<file path="src/rtl/sw_div_pkg.sv">
package sw_div_pkg;
  localparam int A_W = 6;
  localparam int B_W = 11;

  typedef struct packed {
    logic [A_W-1:0] a;
    logic [B_W-1:0] b;
    logic           psel;
  } div_cfg_t;
endpackage

</file>
<file path="src/rtl/sw_div_cfg.sv">
module sw_div_cfg
  import sw_div_pkg::*;
#(
  parameter int B_MIN    = 3,
  parameter int DEF_A    = 0,
  parameter int DEF_B    = 16,
  parameter int DEF_PSEL = 0
) (
  input  logic     clk,
  input  logic     rst,
  input  logic     load,
  input  div_cfg_t in_cfg,
  input  logic     wrap,
  output div_cfg_t act,
  output div_cfg_t nxt,
  output logic     err
);
  localparam logic [B_W-1:0] BMIN_V = B_W'(B_MIN);
  localparam div_cfg_t DEF_CFG = '{a: A_W'(DEF_A), b: B_W'(DEF_B), psel: 1'(DEF_PSEL)};

  div_cfg_t pend;
  logic     pend_v;
  logic     ok;

  // legality of the presented set
  assign ok = load && (in_cfg.b >= BMIN_V) &&
              ({{(B_W-A_W){1'b0}}, in_cfg.a} <= in_cfg.b);

  // set that the next period will use
  always_comb begin
    if (ok)          nxt = in_cfg;
    else if (pend_v) nxt = pend;
    else             nxt = act;
  end

  always_ff @(posedge clk) begin
    if (rst) begin
      act    <= DEF_CFG;
      pend   <= DEF_CFG;
      pend_v <= 1'b0;
      err    <= 1'b0;
    end else begin
      err <= load && !ok;
      if (wrap) begin
        act    <= nxt;
        pend_v <= 1'b0;
      end else if (ok) begin
        pend   <= in_cfg;
        pend_v <= 1'b1;
      end
    end
  end

  AST_ACT_LEGAL: assert property (@(posedge clk) disable iff (rst)
    (act.b >= BMIN_V) && ({{(B_W-A_W){1'b0}}, act.a} <= act.b));
  AST_HOLD_MIDPERIOD: assert property (@(posedge clk) disable iff (rst)
    !wrap |=> $stable(act));
  AST_ERR_CAUSE: assert property (@(posedge clk) disable iff (rst)
    err |-> $past(load));
endmodule

</file>
<file path="src/rtl/sw_div_count.sv">
module sw_div_count
  import sw_div_pkg::*;
#(
  parameter int DEF_A = 0
) (
  input  logic           clk,
  input  logic           rst,
  input  logic [A_W-1:0] act_a,
  input  logic [B_W-1:0] act_b,
  input  logic [A_W-1:0] nxt_a,
  input  logic [B_W-1:0] nxt_b,
  output logic           mod_q,
  output logic           div_q
);
  logic [B_W-1:0] k;
  logic [B_W-1:0] k_nxt;
  logic [A_W-1:0] a_use;
  logic [B_W-1:0] b_use;

  // div_q marks the last cycle of the period: restart there
  always_comb begin
    if (div_q) begin
      k_nxt = '0;
      a_use = nxt_a;
      b_use = nxt_b;
    end else begin
      k_nxt = k + 1'b1;
      a_use = act_a;
      b_use = act_b;
    end
  end

  always_ff @(posedge clk) begin
    if (rst) begin
      k     <= '0;
      mod_q <= (DEF_A != 0);
      div_q <= 1'b0;
    end else begin
      k     <= k_nxt;
      mod_q <= (k_nxt < {{(B_W-A_W){1'b0}}, a_use});
      div_q <= (k_nxt == b_use - 1'b1);
    end
  end

  AST_K_BOUND: assert property (@(posedge clk) disable iff (rst)
    k < act_b);
  AST_ONE_WIDE: assert property (@(posedge clk) disable iff (rst)
    div_q |=> !div_q);
  AST_MOD_RISE: assert property (@(posedge clk) disable iff (rst)
    $rose(mod_q) |-> $past(div_q));
endmodule

</file>
<file path="src/rtl/swallow_divider.sv">
module swallow_divider
  import sw_div_pkg::*;
#(
  parameter int B_MIN    = 3,
  parameter int DEF_A    = 0,
  parameter int DEF_B    = 16,
  parameter int DEF_PSEL = 0
) (
  input  logic       clk,
  input  logic       rst,
  input  logic       load,
  input  logic [5:0] cfg_a,
  input  logic [10:0] cfg_b,
  input  logic       cfg_psel,
  output logic       mod_ctl,
  output logic       div_out,
  output logic       pre_big,
  output logic       load_err
);
  div_cfg_t in_cfg, act, nxt;
  logic     wrap;

  assign in_cfg = '{a: cfg_a, b: cfg_b, psel: cfg_psel};

  sw_div_cfg #(
    .B_MIN(B_MIN), .DEF_A(DEF_A), .DEF_B(DEF_B), .DEF_PSEL(DEF_PSEL)
  ) cfg_i (
    .clk(clk), .rst(rst), .load(load), .in_cfg(in_cfg),
    .wrap(wrap), .act(act), .nxt(nxt), .err(load_err)
  );

  sw_div_count #(.DEF_A(DEF_A)) cnt_i (
    .clk(clk), .rst(rst),
    .act_a(act.a), .act_b(act.b),
    .nxt_a(nxt.a), .nxt_b(nxt.b),
    .mod_q(mod_ctl), .div_q(wrap)
  );

  assign div_out = wrap;
  assign pre_big = act.psel;

  AST_BASE_AT_EDGE: assert property (@(posedge clk) disable iff (rst)
    !wrap |=> $stable(pre_big));
endmodule

</file>
<file path="config.mk">
export PLATFORM = sky130hd
export DESIGN_NAME = swallow_divider
export DESIGN_NICKNAME = d
export VERILOG_FILES = /design/src/rtl/sw_div_pkg.sv /design/src/rtl/sw_div_cfg.sv /design/src/rtl/sw_div_count.sv /design/src/rtl/swallow_divider.sv
export SDC_FILE = /design/constraint.sdc
export NUM_CORES = 1
export LEC_CHECK = 0
export ABC_AREA = 1
export CAP_MARGIN = 20
export CORE_ASPECT_RATIO = 1.75
export CORE_MARGIN = 2
export CORE_UTILIZATION = 53
export CTS_BUF_LIST = sky130_fd_sc_hd__clkbuf_4 sky130_fd_sc_hd__clkbuf_8 sky130_fd_sc_hd__clkbuf_16
export CTS_CLUSTER_DIAMETER = 200
export DETAILED_ROUTE_END_ITERATION = 10
export GPL_ROUTABILITY_DRIVEN = 0
export PLACE_DENSITY = 0.76
export SLEW_MARGIN = 20
export SYNTH_ARGS = -nofsm -noshare
export SYNTH_HDL_FRONTEND = slang
export SYNTH_SLANG_ARGS = --single-unit
</file>
<file path="constraint.sdc">
create_clock -name clk -period 2.7 [get_ports clk]
set_clock_uncertainty 0.15 [all_clocks]
set_input_delay 0.405 -clock clk [delete_from_list [all_inputs] [get_ports clk]]
set_output_delay 0.405 -clock clk [all_outputs]
set_load 0.01 [all_outputs]
</file>
==> summary.md <==
| Metric | Value |
|---|---|
| Crit path top cell by count | nand3_1 |
| Most common cell after layout, fill and taps aside | nand2_1 |
| Initial Util | 0.5486 |
| YS warnings | 0 |
| Post-Place Worst Slack | -0.8698 ns |
| Fin. max-slew vios | 0 |
| Pint | 1.112 mW |
| Final non-filler cell total | 649 |
| CP Capture Type | flop |
| Routed Antenna Nets | 0 |
| Worst EP required | ~2.8 ns |
| Mean post-synth cell area | 6.637 um2 |
| TritonCTS Buffers | 5 |
| Vias per Instance | roughly 5.3 |
| Cells after synthesis | roughly 490 |
| Clk_lat worst skew | 0.32 ns |
| Total number of H-tree levels | 2 |
| # IOs | 25 |
| Worst hold margin | 0.2499 ns |
| Number of max-cap violations | 0 |
| Row count | 37 |
| Rel. slew slack | 0.6393 |
| Asr flop ratio synth | 0 |
| DRC | 0 |
| Global-route wire length before repair | roughly 15,000 um |
| Total power | 1.563 mW |
| Post-synthesis register bit count | 51 |
| Seq/Total Area, Yosys | 0.3165 |
| Routed wire length per instance | ~14 um |
| Final Cycle Share | 1.019 |
| Core box area | around 5900 um2 |
| Part of the power in registers | 0.506 |
| Routed vias | 3,436 |
| Nets | roughly 600 |
| Clock share of power | 0.294 |
| Main synth FF type | dfxtp_1 |
| Min Tclk post-route | approximately 2.8 ns |
| Combinational share of power | 0.200 |
| Most frequent cells in the layout | nand2_1, buf_4, inv_1, dfxtp_1, nor2_1 |
| Least-Margin Pin Slew | roughly 0.54 ns |
| Die width | 62.97 um |
| Clk sinks | 51 |
| Initial antenna violation count | 0 |
| Chip height | around 110 um |
| Dpl hpwl | 6522 um |
| DIE AREA | between 6000 and 7000 um2 |
| Crit start category | input port |
| Fmax | roughly 360 MHz |
| Setup repair after global routing missed its margin | true |
| # diodes | 0 |
| Switching part of the total power | 0.2881 |
| Placed Instances | 629 |
| CP max-delay cell | clkdlybuf4s50_1 |
| DRT iter0 DRCs | 148 |
| PortBufs | 24 |
| Failing checks | setup timing |
| Worst Path Arrival | approximately 2.9 ns |
| Switch Pwr | ~0.45 mW |
| Gr usage total | 0.2798 |
| Crit-path max cell delay | about 0.46 ns |
| # setup viols final | 2 |
| Post-synth EDFFs | 0 |
| Max IR drop VDD | 0.3155 mV |
| CTS Hold Bufs | 0 |
| Detailed Routing Iterations Pass 1 | 4 |
| Mapped Area | 3226 um2 |
| Final Hold Violating Endpoints | 0 |
| Status | finished with violations |
| Vias in the first global route | 3,374 |
| Crit path cell chain | clkdlybuf4s50_1 > inv_1 > a21oi_4 > nand2_8 > buf_4 > nand2_1 > nand3_1 > nand2_2 > inv_2 > ha_4 > o21ai_0 > a21oi_1 > nand3_1 > nor2_1 > nand3_1 > nor2_2 > nand3_1 > nor2_2 |
| Crit path kind | in -> reg |
| CTS root buf | clkbuf_8 |
| Area grow syn2layout | 33.44% |
| Layout cells sized above 1 | 0.2960 |
| Total gr overflow | 0 |
| Clock input transition at the sequential cells of the worst setup and hold paths | approximately 0.10 ns |
| Final setup margin | -0.05206 ns |
| Clock Path Buffers | 2 |
| Worst min-delay path class | in -> reg |
| Leakage | 2.047 nW |
| Pin count of the biggest net entering global routing | 36 |
| PwrDens | 363.1 nW/um2 |
| Post-synthesis net count | 520 |
| Routed wire length | 9259 um |
| CTS tree | built |
| Worst-path fanout max | 5 |
| Finished Core Util | 0.7321 |
| Netlist cell types | 38 |
==> cell type report <==
| type | instances | area [um2] |
|---|---|---|
| clock buffer | 6 | 76.32 |
| clock inverter | 2 | 12.51 |
| fill | 462 | 1575 |
| inverter | 71 | 279.0 |
| multi-input combinational | 348 | 2072 |
| sequential | 51 | 1021 |
| tap | 78 | 97.59 |
| timing repair buffer | 93 | 745.7 |
==> power groups by stage <==
| stage | sequential [mW] | clock [mW] | combinational, mW |
|---|---|---|---|
| floorplan | 0.805 | 0 | 0.150 |
| global placement | 0.807 | 0 | 0.264 |
| detailed placement | 0.808 | 0 | 0.269 |
| CTS | 0.791 | 0.473 | 0.286 |
| global route | 0.794 | 0.493 | 0.340 |
| finish | 0.791 | 0.459 | 0.312 |
==> metrics by stage <==
step | instance area [um2] | setup TNS (ns)
detailed placement | 3981 | -4.127
global route | 4304 | -0.4791
finish | 4304 | -0.09026
CTS | 4204 | 0
global placement | 3981 | -2.404
floorplan | 3294 | -0.004830
==> cell families (layout without fill, tap and decap cells) <==
logic type,Yosys count,count (layout),share of synthesized area
buffers and inverters,87,172,0.1109
muxes,4,4,0.01319
DFF,51,51,0.3165
AOI/OAI and AO/OA,75,75,0.1408
xor gates and xnor gates,2,2,0.005432
and+or+nand+nor,254,254,0.3627
adders and majority gates,13,13,0.05043
==> state kept, by name, summed over array words and instances (netlist names) <==
signal,cells
cnt_i.mod_q,1
cfg_i.err,1
cfg_i.act,18
cnt_i.k,11
cfg_i.pend,18
cnt_i.div_q,1
cfg_i.pend_v,1
==> worst paths after layout <==
check / from / to / slack (ns) / cells after the start
max: load / cnt_i.div_q$_SDFF_PP0_ / -0.05 / 18
min: cfg_a[0] / cfg_i.pend[12]$_SDFFE_PP0P_ / 0.25 / 3
max reg2reg: cnt_i.k[0]$_SDFF_PP0_ / cnt_i.mod_q$_SDFF_PP0_ / 0.17 / 13
min reg2reg: cfg_i.pend[8]$_SDFFE_PP0P_ / cfg_i.pend[8]$_SDFFE_PP0P_ / 0.31 / 2
==> what timing repair did <==
action,CTS,global route
pin swaps,25,29
setup buffers,11,1
endpoints found under the setup margin,2,2
resized for setup,71,37
==> critical path: cells and delay by family <==
family,cells,cell delay (ns)
buffers and inverters,4,0.74
adders and majority gates,1,0.25
AOI/OAI and AO/OA,3,0.43
and+or+nand+nor,10,1.03
==> cells in the mapped netlist, types with 6 or more instances <==
cell type	count	area, um2
nand2_2	9	56.30
ha_1	13	162.7
o21ai_0	25	125.1
nor2_1	50	187.7
inv_1	68	255.2
nand3_1	45	225.2
clkbuf_1	10	37.54
dfxtp_1	51	1021
a21oi_1	29	145.1
nand2_1	117	439.2
nor2_2	6	37.54
==> layer usage <==
metal  vias up  GRT usage  part of all wire
li1       1723          -                 -
met1      1579     0.2888              0.38
met2       102     0.5395              0.54
met3        32    0.03882             0.033
met4         0     0.1333             0.044
met5         -          0                 0
Note: power is estimated with default switching activity, not from simulation.
